## src/rtl/ewa_pkg.sv

```systemverilog
package ewa_pkg;
    typedef enum logic [1:0] {
        ST_COLLECT = 2'd0,
        ST_WAIT    = 2'd1,
        ST_COMMIT  = 2'd2
    } ewa_state_e;

    localparam int PACK_DIRECT = 0;
    localparam int PACK_LANES  = 1;
endpackage

```

## src/rtl/ewa_packer.sv

```systemverilog
module ewa_packer
    import ewa_pkg::*;
#(
    parameter int WORD_W    = 32,
    parameter int NUM_WORDS = 8,
    parameter int PACK_MODE = PACK_DIRECT
) (
    input  logic                        clk,
    input  logic                        rst_n,
    input  logic                        clear,
    input  logic                        take,
    input  logic [WORD_W-1:0]           data,
    output logic [WORD_W*NUM_WORDS-1:0] acc,
    output logic                        last_word
);
    localparam int VAL_W  = WORD_W * NUM_WORDS;
    localparam int CNT_W  = $clog2(NUM_WORDS);
    localparam int LANE_W = 2 * WORD_W;

    logic [CNT_W-1:0] wcnt;
    logic [VAL_W-1:0] acc_q;

    assign last_word = take && (wcnt == CNT_W'(NUM_WORDS - 1));
    assign acc       = acc_q;

    // word counter, wraps after the last word of a frame
    always_ff @(posedge clk or negedge rst_n) begin
        if (!rst_n) begin
            wcnt <= '0;
        end else if (clear) begin
            wcnt <= '0;
        end else if (take) begin
            wcnt <= last_word ? '0 : wcnt + 1'b1;
        end
    end

    generate
        if (PACK_MODE == PACK_LANES) begin : g_lanes
            logic [WORD_W-1:0]  stage;
            logic [CNT_W-2:0]   lane_idx;

            assign lane_idx = wcnt[CNT_W-1:1];

            // even word waits in stage; odd word writes the whole lane
            always_ff @(posedge clk or negedge rst_n) begin
                if (!rst_n) begin
                    acc_q <= '0;
                    stage <= '0;
                end else if (clear) begin
                    acc_q <= '0;
                    stage <= '0;
                end else if (take) begin
                    if (!wcnt[0]) begin
                        stage <= data;
                    end else begin
                        acc_q[lane_idx*LANE_W +: LANE_W] <= {data, stage};
                    end
                end
            end
        end else begin : g_direct
            always_ff @(posedge clk or negedge rst_n) begin
                if (!rst_n) begin
                    acc_q <= '0;
                end else if (clear) begin
                    acc_q <= '0;
                end else if (take) begin
                    acc_q[wcnt*WORD_W +: WORD_W] <= data;
                end
            end
        end
    endgenerate
endmodule

```

## src/rtl/ewa_stall_timer.sv

```systemverilog
module ewa_stall_timer #(
    parameter int LIMIT = 6
) (
    input  logic clk,
    input  logic rst_n,
    input  logic clear,
    input  logic run,
    input  logic err_clear,
    output logic expired
);
    localparam int CW = $clog2(LIMIT + 1);

    logic [CW-1:0] cnt;

    always_ff @(posedge clk or negedge rst_n) begin
        if (!rst_n) begin
            cnt <= '0;
        end else if (clear) begin
            cnt <= '0;
        end else if (run && (cnt != CW'(LIMIT))) begin
            cnt <= cnt + 1'b1;
        end
    end

    // sticky: set on the cycle the count would reach LIMIT
    always_ff @(posedge clk or negedge rst_n) begin
        if (!rst_n) begin
            expired <= 1'b0;
        end else if (err_clear) begin
            expired <= 1'b0;
        end else if (run && (cnt == CW'(LIMIT - 1))) begin
            expired <= 1'b1;
        end
    end
endmodule

```

## src/rtl/ewa_commit_reg.sv

```systemverilog
module ewa_commit_reg #(
    parameter int VAL_W = 256
) (
    input  logic             clk,
    input  logic             rst_n,
    input  logic             load,
    input  logic [VAL_W-1:0] din,
    output logic [VAL_W-1:0] dout,
    output logic             valid
);
    always_ff @(posedge clk or negedge rst_n) begin
        if (!rst_n) begin
            dout  <= '0;
            valid <= 1'b0;
        end else begin
            valid <= load;
            if (load) begin
                dout <= din;
            end
        end
    end
endmodule

```

## src/rtl/ewa_assembler.sv

```systemverilog
module ewa_assembler
    import ewa_pkg::*;
#(
    parameter int WORD_W     = 32,
    parameter int NUM_WORDS  = 8,
    parameter int PACK_MODE  = PACK_DIRECT,
    parameter int STALL_LIMIT = 6,
    localparam int VAL_W     = WORD_W * NUM_WORDS
) (
    input  logic              clk,
    input  logic              rst_n,
    input  logic              flush,
    input  logic              word_valid,
    input  logic [WORD_W-1:0] word_data,
    output logic              word_ready,
    input  logic              done_ack,
    output logic              pending,
    output logic [VAL_W-1:0]  acc_view,
    output logic [VAL_W-1:0]  value_out,
    output logic              value_valid,
    output logic              stall_err
);
    ewa_state_e state_q, state_d;

    logic take;
    logic last_word;
    logic pk_clear;
    logic load;
    logic t_run;
    logic t_clear;

    // state register
    always_ff @(posedge clk or negedge rst_n) begin
        if (!rst_n) begin
            state_q <= ST_COLLECT;
        end else begin
            state_q <= state_d;
        end
    end

    // transitions
    always_comb begin
        state_d = state_q;
        if (flush) begin
            state_d = ST_COLLECT;
        end else begin
            unique case (state_q)
                ST_COLLECT: if (last_word) state_d = ST_WAIT;
                ST_WAIT:    if (done_ack)  state_d = ST_COMMIT;
                ST_COMMIT:  state_d = ST_COLLECT;
                default:    state_d = ST_COLLECT;
            endcase
        end
    end

    // state-decoded controls
    always_comb begin
        word_ready = 1'b0;
        pending    = 1'b0;
        load       = 1'b0;
        t_run      = 1'b0;
        unique case (state_q)
            ST_COLLECT: word_ready = 1'b1;
            ST_WAIT: begin
                pending = 1'b1;
                t_run   = !done_ack && !flush;
            end
            ST_COMMIT: begin
                pending = 1'b1;
                load    = !flush;
            end
            default: ;
        endcase
        take     = word_ready && word_valid && !flush;
        pk_clear = flush || (state_q == ST_COMMIT);
        t_clear  = flush || (state_q != ST_WAIT);
    end

    ewa_packer #(
        .WORD_W    (WORD_W),
        .NUM_WORDS (NUM_WORDS),
        .PACK_MODE (PACK_MODE)
    ) u_packer (
        .clk       (clk),
        .rst_n     (rst_n),
        .clear     (pk_clear),
        .take      (take),
        .data      (word_data),
        .acc       (acc_view),
        .last_word (last_word)
    );

    ewa_stall_timer #(
        .LIMIT (STALL_LIMIT)
    ) u_timer (
        .clk       (clk),
        .rst_n     (rst_n),
        .clear     (t_clear),
        .run       (t_run),
        .err_clear (flush),
        .expired   (stall_err)
    );

    ewa_commit_reg #(
        .VAL_W (VAL_W)
    ) u_commit (
        .clk   (clk),
        .rst_n (rst_n),
        .load  (load),
        .din   (acc_view),
        .dout  (value_out),
        .valid (value_valid)
    );
endmodule

```

## config.mk

```make
export PLATFORM = sky130hd
export DESIGN_NAME = ewa_assembler
export DESIGN_NICKNAME = d
export VERILOG_FILES = /design/src/rtl/ewa_pkg.sv /design/src/rtl/ewa_packer.sv /design/src/rtl/ewa_stall_timer.sv /design/src/rtl/ewa_commit_reg.sv /design/src/rtl/ewa_assembler.sv
export SDC_FILE = /design/constraint.sdc
export NUM_CORES = 1
export LEC_CHECK = 0
export ABC_CLOCK_PERIOD_IN_PS = 3050
export BUFFER_PORTS_ARGS = -buffer_cell sky130_fd_sc_hd__buf_2
export CORE_AREA = 2 2 218 220
export DETAILED_ROUTE_END_ITERATION = 7
export DIE_AREA = 0 0 220 222
export PLACE_DENSITY = 0.75
export SLEW_MARGIN = 30
export SYNTH_ARGS = -nofsm -noshare
export SYNTH_HDL_FRONTEND = slang
export SYNTH_SLANG_ARGS = --single-unit
```

## constraint.sdc

```tcl
create_clock -name clk -period 3.05 [get_ports clk]
set_input_delay 0.1525 -clock clk [delete_from_list [all_inputs] [get_ports clk]]
set_output_delay 0.1525 -clock clk [all_outputs]
set_load 0.02 [all_outputs]
```

==> metrics.md, run 1 <==
| Metric | Value |
|---|---|
| Gp weighted congestion | `0.8372` |
| Seq pwr share | `0.497` |
| Post-synthesis register bit count | `522` |
| LEAKAGE | `14.20 nW` |
| Multi-input gate area | `6920 um2` |
| Yosys Warn Count | `0` |
| Met3 wire length | `4.084 mm` |
| CTS Buf Count | `52` |
| Combinational family with the most area after synthesis | `multiplexers` |
| Worst r2r dst | `u_packer.acc[25]` |
| Sink Count | `522` |
| Power Internal | `10.78 mW` |
| Share of cells above drive strength 1 | `0.4728` |
| DR top layer | `met4` |
| First-pass GRT wire length | `93.64 mm` |
| Sequential share of the synthesized area | `0.6388` |
| Worst vdd ir | `0.0004727 V` |
| Die X-Extent | `220 um` |
| Final Skew | `0.01231 ns` |
| Simple-gate share of the synthesized area | `0.04944` |
| Max incr delay on CP | `0.73 ns` |
| Hold Violations, Final | `0` |
| Syn Inst Count | `1,423` |
| Mux contribution to synthesized area | `0.1566` |
| Switch share | `0.2328` |
| Iter 0 DRT Violations | `1,247` |
| Crit. Startpoint | `u_packer.wcnt[1]` |
| Antenna cells | `0` |
| DP HPWL | `43.75 mm` |
| Worst slew margin | `0.3749` |
| Fin area | `26,070 um2` |
| Worst skew pair latency | `0.59 ns` |
| Most frequent CP cell | `ha_1` |
| Reg2reg path depth | `6` |
| R2r startpoint | `u_packer.wcnt[1]` |
| CP arrival | `3.31 ns` |
| Synth Cell Area | `20,450 um2` |
| M1 WL | `24.86 mm` |
| Clock period minus worst slack | `2.842 ns` |
| Post-DR wirelength/cell | `23.65 um` |
| Ys flop type | `dfrtp_1` |
| Routed vias | `14,850` |
| Max-slew violations | `0` |
| Syn Area/Cell | `14.37 um2` |
| Kind of critical path | `register to register` |
| Outcome | `finished clean` |
| Register area | `13,060 um2` |
| Bufs and invs on worst path | `1` |
| Post-Syn Nets | `1,474` |
| Core ar. | `46,260 um2` |
| R2R Setup Slk | `0.21 ns` |
| Crit path cell chain | `inv_1 -> ha_1 -> ha_1 -> or3b_1 -> or3_2 -> o31ai_1` |
| Die ar. | `48,840 um2` |
| Vias in the first global route | `14,970` |
| Clock network fraction of total power | `0.452` |
| Wire length on met2 | `31.35 mm` |
| Mean number of vias per cell | `5.649` |
| Worst hold path type | `input pin to asynchronous set/reset pin` |
| Comb pwr share | `0.051` |
| Cell at the slowest stage of the critical path | `or3_2` |
| Final WL | `62.18 mm` |
| Setup violators final | `0` |
| Initial antenna violation count | `0` |
| Period utilization | `0.9319` |
| Site Rows | `79` |
| Total gr overflow | `0` |
| MaxCap Viol Count | `0` |
| Initial Util | `0.4420` |
| 1st-pass router iterations | `6` |
| Nets@finish | `2,033` |
| Top Ports | `553` |
| F_max | `351.8 MHz` |
| Post-synth ARST share | `1.000` |
| PortBufs | `552` |
| Dpl cell area | `24,000 um2` |
| Crit path depth | `6` |
| Post-Synth Adder-Cell Area | `0.008566` |
| Most common cell after layout, fill and taps aside | `buf_2` |
| CTS H-tree lvls | `2` |
| Total GRT Usage | `0.2495` |
| Crit end category | `register` |
| Post-synth EDFFs | `0` |
| Chip height | `222 um` |
| Bufs on Longest Clock Path | `3` |
| XOR/XNOR share of the synthesized area | `0.0004283` |
| PD cells | `538.8 nW/um2` |
| Pin count of the biggest net entering global routing | `102` |
| Worst-path clk slew | `0.06 ns` |
| Post-synthesis compound-gate area fraction | `0.1170` |
| Crit path max-delay family | `simple AND/OR/NAND/NOR gates` |
| Worst Path Required | `3.52 ns` |
| NetSw | `3.271 mW` |
| Worst Path Max Fanout | `23` |
| Most frequent cells in the layout | `551 x buf_2, 522 x dfrtp_1, 256 x mux2_2` |
| Transition time of the tightest slew-check pin | `0.9376 ns` |
| Remaining DRCs | `0` |
| CTS tree | `built` |
| Worst setup path end | `u_packer.acc[25]` |
| Netlist cell types | `43` |
| RSZ-0062 raised after global routing | `false` |
| Filler cell count | `3,684` |
| Clock root cell | `clkbuf_16` |
| Synth-to-Final Area Change | `27.48%` |
| Routed Antenna Nets | `0` |
| Critical path launch point type | `register` |
| Fin Setup TNS | `0 ns` |
==> metrics by stage <==
step / hold WS (ns) / utilization / total power [mW] / setup WS [ns] / instances
2_1_floorplan: -0.1431 / - / 7.397 / 0.6113 / 1423
3_3_place_gp: 0.1825 / 0.5184 / 7.772 / 0.3522 / 2497
3_5_place_dp: 0.1837 / 0.5187 / 7.793 / 0.2132 / 2498
4_1_cts: 0.1484 / 0.5632 / 14.15 / 0.1842 / 2628
5_1_grt: 0.1886 / 0.5635 / 14.49 / 0.08709 / 2629
6_report: 0.1498 / 0.5635 / 14.05 / 0.2076 / 2629
==> worst min-delay path by stage <==
stage / end / slack [ns] / cells past startpoint
final: u_packer.acc[8] / 0.15 / 2
after global routing: u_packer.acc[7] / 0.19 / 2
after CTS: u_packer.acc[7] / 0.15 / 2
after detailed placement: u_packer.acc[7] / 0.18 / 1
after global placement: u_packer.acc[7] / 0.18 / 1
after floorplan: state_q[0] / -0.14 / 0
==> synth_stat cells (all sizes together) (2+ instances only) <==
cell type / instances / area [um2]
a31oi: 8 / 68.82
clkbuf: 63 / 237.7
mux2i: 32 / 320.3
nand2b: 3 / 18.77
o2bb2ai: 49 / 429.2
nor2b: 3 / 18.77
a21oi: 6 / 30.03
nand4b: 24 / 210.2
o31ai: 32 / 240.2
a22o: 96 / 840.8
o311ai: 32 / 280.3
or3b: 2 / 17.52
nand3: 25 / 125.1
dfrtp: 522 / 13060
buf: 62 / 327.8
nor2: 5 / 18.77
a2bb2o: 47 / 470.5
ha: 14 / 175.2
inv: 8 / 30.03
nor3: 4 / 20.02
nor4bb: 2 / 20.02
nand2: 102 / 382.9
and3b: 3 / 26.28
mux2: 256 / 2883
nor3b: 3 / 32.53
nor4: 2 / 25.02
nand3b: 5 / 37.54
or3: 4 / 25.02
==> sequential cells by signal, indices dropped and copies added, names as in the netlist <==
name and count:
u_commit.dout 256, u_commit.valid 1, u_timer.expired 1, u_timer.cnt 3, state_q 2, u_packer.acc 256, u_packer.wcnt 3
==> timing repair <==
item / 4_1_cts / 5_1_grt
endpoints found under the hold margin: 211 / 0
setup buffers: 0 / 0
hold buffers: 36 / 0
endpoints found under the setup margin: 0 / 2
gates resized for setup: 0 / 1
==> power by group through the flow <==
stage | logic, mW | registers (mW) | clock network (mW)
CTS | 0.718 | 6.99 | 6.44
floorplan | 0.259 | 7.14 | 0
detailed placement | 0.680 | 7.11 | 0
global placement | 0.660 | 7.11 | 0
finish | 0.717 | 6.99 | 6.34
global route | 0.782 | 6.98 | 6.72
==> routing by layer <==
metal | vias up | global-route usage
met3 | 111 | 0.04883
li1 | 6365 | -
met1 | 7744 | 0.3204
met5 | - | 0
met2 | 630 | 0.4252
met4 | 0 | 0.07772
==> cells by family (layout without fill, tap and decap cells) <==
group                    after synthesis  after routing
buffers and inverters                133            732
XOR/XNOR                               1              1
AO/OA/AOI/OAI                        274            274
flip-flops                           522            522
adder cells (fa/ha/maj)               14             14
multiplexers                         288            288
AND/OR/NAND/NOR                      191            191
==> area by class of cell <==
type / count / share of cell area
Clock inverter: 19 / 0.006336
Timing Repair Buffer: 630 / 0.1381
Clock buffer: 75 / 0.05865
Inverter: 8 / 0.001152
Multi-Input combinational cell: 768 / 0.2655
Sequential cell: 522 / 0.5011
Tap cell: 607 / 0.02914
No activity file was read; power rests on OpenSTA's default activity.
==> run 2: changes to the inputs <==
--- a/config.mk
+++ b/config.mk
@@ -10,7 +10,9 @@
 export CORE_AREA = 2 2 218 220
 export DETAILED_ROUTE_END_ITERATION = 7
 export DIE_AREA = 0 0 220 222
-export PLACE_DENSITY = 0.75
+export HOLD_SLACK_MARGIN = 0.05
+export PLACE_DENSITY = 0.69
+export REMOVE_ABC_BUFFERS = 1
 export SLEW_MARGIN = 30
 export SYNTH_ARGS = -nofsm -noshare
 export SYNTH_HDL_FRONTEND = slang
==> run 2 against run 1 <==
Largest power group unchanged. Worst setup slack improved by 0.025 ns. Non-clock buffer count grew 17. Critical endpoint is now u_packer.acc[5]. Combinational power grew 4.2%. Fmax up 0.89%. Worst hold slack improved by 0.022 ns.
==> metrics.md, run 2 (synthesis gave the netlist of run 1 again) <==
| Metric | Value |
|---|---|
| DP HPWL | `44.91 mm` |
| LEAKAGE | `14.37 nW` |
| Die X-Extent | `220 um` |
| Final WL | `64.57 mm` |
| Cell at the slowest stage of the critical path | `or3_1` |
| Crit end category | `register` |
| Bufs and invs on worst path | `2` |
| Nets@finish | `2,051` |
| Total gr overflow | `0` |
| Max incr delay on CP | `0.54 ns` |
| Clock root cell | `clkbuf_16` |
| Synth-to-Final Area Change | `28.91%` |
| Gp weighted congestion | `0.8449` |
| Post-CTS Setup Bufs | `0` |
| Vias in the first global route | `15,260` |
| Final Skew | `0.02597 ns` |
| Crit path max-delay family | `simple AND/OR/NAND/NOR gates` |
| Post-DR wirelength/cell | `24.40 um` |
| F_max | `354.9 MHz` |
| R2R Setup Slk | `0.23 ns` |
| Multi-input gate area | `6934 um2` |
| Core ar. | `46,260 um2` |
| Initial Util | `0.4420` |
| Worst slew margin | `0.4859` |
| Worst Path Required | `3.54 ns` |
| 1st-pass router iterations | `5` |
| Filler cell count | `3,709` |
| Site Rows | `79` |
| Top Ports | `553` |
| Total power | `14.38 mW` |
| Bufs on Longest Clock Path | `3` |
| Worst Path Max Fanout | `33` |
| MaxCap Viol Count | `0` |
| Kind of critical path | `register to register` |
| Max-slew violations | `0` |
| Post-CTS sizing | `0` |
| Clock period minus worst slack | `2.817 ns` |
| Worst skew pair latency | `0.60 ns` |
| Register area | `13,060 um2` |
| PortBufs | `552` |
| Sink Count | `522` |
| Die ar. | `48,840 um2` |
| Outcome | `finished clean` |
| CTS Buf Count | `53` |
| Remaining DRCs | `0` |
| First-pass GRT wire length | `97.52 mm` |
| CTS H-tree lvls | `2` |
| Worst hold path type | `input pin to asynchronous set/reset pin` |
| Worst-path clk slew | `0.06 ns` |
| Mean number of vias per cell | `5.631` |
| Antenna cells | `0` |
| Routed Antenna Nets | `0` |
| Share of cells above drive strength 1 | `0.4801` |
| Fin Setup TNS | `0 ns` |
| Transition time of the tightest slew-check pin | `0.7712 ns` |
| Routed vias | `14,900` |
| Total GRT Usage | `0.2626` |
| Worst vdd ir | `0.0004160 V` |
| Most frequent cells in the layout | `551 x buf_2, 522 x dfrtp_1, 256 x mux2_2` |
| Hold Violations, Final | `0` |
| CTS tree | `built` |
| PD cells | `545.4 nW/um2` |
| Initial antenna violation count | `0` |
| Setup violators final | `0` |
| Crit path cell chain | `inv_1 -> ha_1 -> ha_2 -> or3b_2 -> buf_4 -> or3_1 -> o31ai_1` |
| Chip height | `222 um` |
| Period utilization | `0.9237` |
| Most common cell after layout, fill and taps aside | `buf_2` |
| Hold-fix buffers at CTS | `36` |
| Iter 0 DRT Violations | `1,145` |
| CP arrival | `3.30 ns` |
| Pin count of the biggest net entering global routing | `97` |
| RSZ-0062 raised after global routing | `false` |
| Critical path launch point type | `register` |
[run 2: through the flow]
stage,area (um2),worst slack [ns],hold WS (ns),instances,utilization
final,26360,0.2326,0.1715,2646,0.5698
after global routing,26360,0.1495,0.2332,2646,0.5698
after CTS,26360,0.2737,0.1716,2646,0.5698
after global placement,24190,0.4485,0.2176,2515,0.5230
after detailed placement,24220,0.3027,0.2261,2516,0.5236
after floorplan,19880,-10.29,-0.1431,1298,-
[run 2: final timing paths]
kind	startpoint	endpoint	cells past startpoint
max in group asynchronous	rst_n	u_packer.acc[154]	3
setup reg to reg	u_packer.wcnt[1]	u_packer.acc[5]	7
setup / recovery	u_packer.wcnt[1]	u_packer.acc[5]	7
hold / removal	rst_n	u_commit.dout[144]	2
min in group clk	word_data[8]	u_packer.acc[200]	3
hold reg to reg	u_commit.dout[77]	u_commit.dout[77]	1
[run 2: power by group]
| group | switching [mW] | internal [mW] |
|---|---|---|
| Combinational | 0.551 | 0.196 |
| Clock | 2.76 | 3.87 |
| Sequential | 0.0450 | 6.95 |
[run 2: final cells by class]
class / instances / area share
Inverter: 8 / 0.001139
Sequential cell: 522 / 0.4956
Multi-Input combinational cell: 768 / 0.2631
Clock inverter: 23 / 0.009114
Tap cell: 607 / 0.02881
Clock buffer: 71 / 0.05829
Timing Repair Buffer: 647 / 0.1440
[run 2: layer usage]
metal / up-vias / part of all wire / wire length, um / track usage
met2: 571 / 0.50 / 32190 / 0.4375
met3: 97 / 0.056 / 3633 / 0.03992
met4: 0 / 0.023 / 1510 / 0.07751
li1: 6405 / - / - / -
met5: - / 0 / 0 / 0
met1: 7826 / 0.42 / 27230 / 0.3555
==> run 3: changes to the inputs <==
--- a/config.mk
+++ b/config.mk
@@ -5,7 +5,7 @@
 export SDC_FILE = /design/constraint.sdc
 export NUM_CORES = 1
 export LEC_CHECK = 0
-export ABC_CLOCK_PERIOD_IN_PS = 3050
+export ABC_CLOCK_PERIOD_IN_PS = 2600
 export BUFFER_PORTS_ARGS = -buffer_cell sky130_fd_sc_hd__buf_2
 export CORE_AREA = 2 2 218 220
 export DETAILED_ROUTE_END_ITERATION = 7
==> constraint.sdc (replaced) <==
create_clock -name clk -period 2.6 [get_ports clk]
set_input_delay 0.13 -clock clk [delete_from_list [all_inputs] [get_ports clk]]
set_output_delay 0.13 -clock clk [all_outputs]
set_load 0.02 [all_outputs]
==> run 3 against run 2 <==
Sequential share of layout area down 0.13 points. Die area unchanged. Worst setup slack got worse by 0.11 ns. Clock power grew 16%. Critical endpoint is now u_packer.acc[30].
==> metrics.md, run 3 (synthesis gave the netlist of run 1 again) <==
| Metric | Value |
|---|---|
| DP HPWL | `44.98 mm` |
| R2r startpoint | `u_packer.wcnt[0]` |
| Die ar. | `48,840 um2` |
| Dpl cell area | `24,310 um2` |
| Antenna cells | `0` |
| PD cells | `634.9 nW/um2` |
| Vias in the first global route | `15,490` |
| Pin count of the biggest net entering global routing | `77` |
| Most frequent cells in the layout | `551 x buf_2, 522 x dfrtp_1, 256 x mux2_2` |
| R2R Setup Slk | `0.12 ns` |
| Max-slew violations | `0` |
| Seq pwr share | `0.489` |
| Setup violators final | `0` |
| CTS H-tree lvls | `2` |
| Worst r2r dst | `u_packer.acc[30]` |
| Total gr overflow | `0` |
| Routed Antenna Nets | `0` |
| CTS Buf Count | `53` |
| Bufs on Longest Clock Path | `3` |
| Worst slew margin | `0.4695` |
| Reg2reg path depth | `7` |
| Worst Path Required | `3.08 ns` |
| Worst Path Max Fanout | `19` |
| Final non-filler cell total | `2,654` |
| Clock network fraction of total power | `0.458` |
| Routed vias | `14,900` |
| Worst-path clk slew | `0.07 ns` |
| Initial antenna violation count | `0` |
| Worst skew pair latency | `0.60 ns` |
| Comb pwr share | `0.053` |
| Hold Violations, Final | `0` |
| Power Internal | `12.91 mW` |
| CP arrival | `2.96 ns` |
| Die X-Extent | `220 um` |
| Dpl ws | `0.1456 ns` |
| Remaining DRCs | `0` |
| Critical path launch point type | `register` |
| MaxCap Viol Count | `0` |
| 1st-pass router iterations | `5` |
| Nets@finish | `2,061` |
| Post-DR wirelength/cell | `24.39 um` |
| Top Ports | `553` |
| Period utilization | `0.9521` |
| Worst hold path type | `input pin to asynchronous set/reset pin` |
| Kind of critical path | `register to register` |
| PortBufs | `552` |
| RSZ-0062 raised after global routing | `false` |
| Clock root cell | `clkbuf_16` |
| PnR worst setup slack | `0.1245 ns` |
| Most common cell after layout, fill and taps aside | `buf_2` |
| Total GRT Usage | `0.2627` |
| Final Skew | `0.02653 ns` |
| Worst vdd ir | `0.0005044 V` |
| Core ar. | `46,260 um2` |
| Clock period minus worst slack | `2.476 ns` |
| CTS tree | `built` |
| Crit end category | `register` |
| Gp weighted congestion | `0.8217` |
| Mean number of vias per cell | `5.616` |
| Synth-to-Final Area Change | `29.25%` |
| NetSw | `3.874 mW` |
| Transition time of the tightest slew-check pin | `0.7940 ns` |
| Outcome | `finished clean` |
| F_max | `404.0 MHz` |
| Final WL | `64.74 mm` |
| First-pass GRT wire length | `97.41 mm` |
| Iter 0 DRT Violations | `1,041` |
| Sink Count | `522` |
| Site Rows | `79` |
| Fin Setup TNS | `0 ns` |
| Initial Util | `0.4420` |
| Share of cells above drive strength 1 | `0.4802` |
| Fin area | `26,430 um2` |
| Chip height | `222 um` |
| Utilization after layout | `0.5713` |
| Placed Instances | `2,526` |
| LEAKAGE | `14.38 nW` |
| Switch share | `0.2309` |
-- run 3: worst max-delay path by stage --
stage	from	end	slack, ns
after floorplan	state_q[0]	u_commit.dout[0]	-10.74
after global placement	u_packer.wcnt[0]	u_packer.acc[11]	0.24
after detailed placement	u_packer.wcnt[0]	u_packer.acc[27]	0.15
after CTS	u_packer.wcnt[1]	u_packer.acc[30]	0.13
after global routing	u_packer.wcnt[1]	u_packer.acc[9]	0.009
final	u_packer.wcnt[0]	u_packer.acc[30]	0.12
-- run 3: power groups by stage --
| stage | registers [mW] | logic [mW] | clock network [mW] |
|---|---|---|---|
| final | 8.21 | 0.893 | 7.68 |
| after global routing | 8.20 | 0.971 | 8.16 |
| after CTS | 8.21 | 0.899 | 7.82 |
| after detailed placement | 8.36 | 0.854 | 0 |
| after global placement | 8.35 | 0.831 | 0 |
| after floorplan | 8.37 | 0.235 | 0 |
-- run 3: worst max-delay path, cell delays in order (launching register included) --
cell and delay (ns):
dfrtp_1 0.38, inv_1 0.09, ha_1 0.20, ha_2 0.30, or3b_2 0.52, or3_1 0.36
buf_4 0.24, o31ai_1 0.27
-- run 3: area by class of cell --
class	count	area [um2]
clock inverters	16	198.9
fillers	3722	19830
multi-input cells	768	6944
clock buffers	76	1545
well taps	607	759.5
inverters	8	30.03
repair buffers	657	3889
flip-flops and latches	522	13060
-- run 3: through the flow --
step / power, mW / hold WS (ns)
after floorplan: 8.607 / -0.1656
after global placement: 9.186 / 0.1881
after detailed placement: 9.209 / 0.1879
after CTS: 16.92 / 0.1527
after global routing: 17.33 / 0.1835
final: 16.78 / 0.1360
-- run 3: layer usage --
metal | up-vias | share of wire | track usage
met5 | - | 0 | 0
met1 | 7772 | 0.42 | 0.3533
met3 | 95 | 0.061 | 0.03882
met4 | 0 | 0.025 | 0.07989
li1 | 6429 | - | -
met2 | 608 | 0.50 | 0.4397
-- run 3: timing repair --
| action | 4_1_cts | 5_1_grt |
|---|---|---|
| setup buffers | 0 | 0 |
| gates resized for setup | 0 | 2 |
| setup endpoints to repair | 0 | 2 |
| endpoints found under the hold margin | 325 | 0 |
| hold buffers | 36 | 0 |
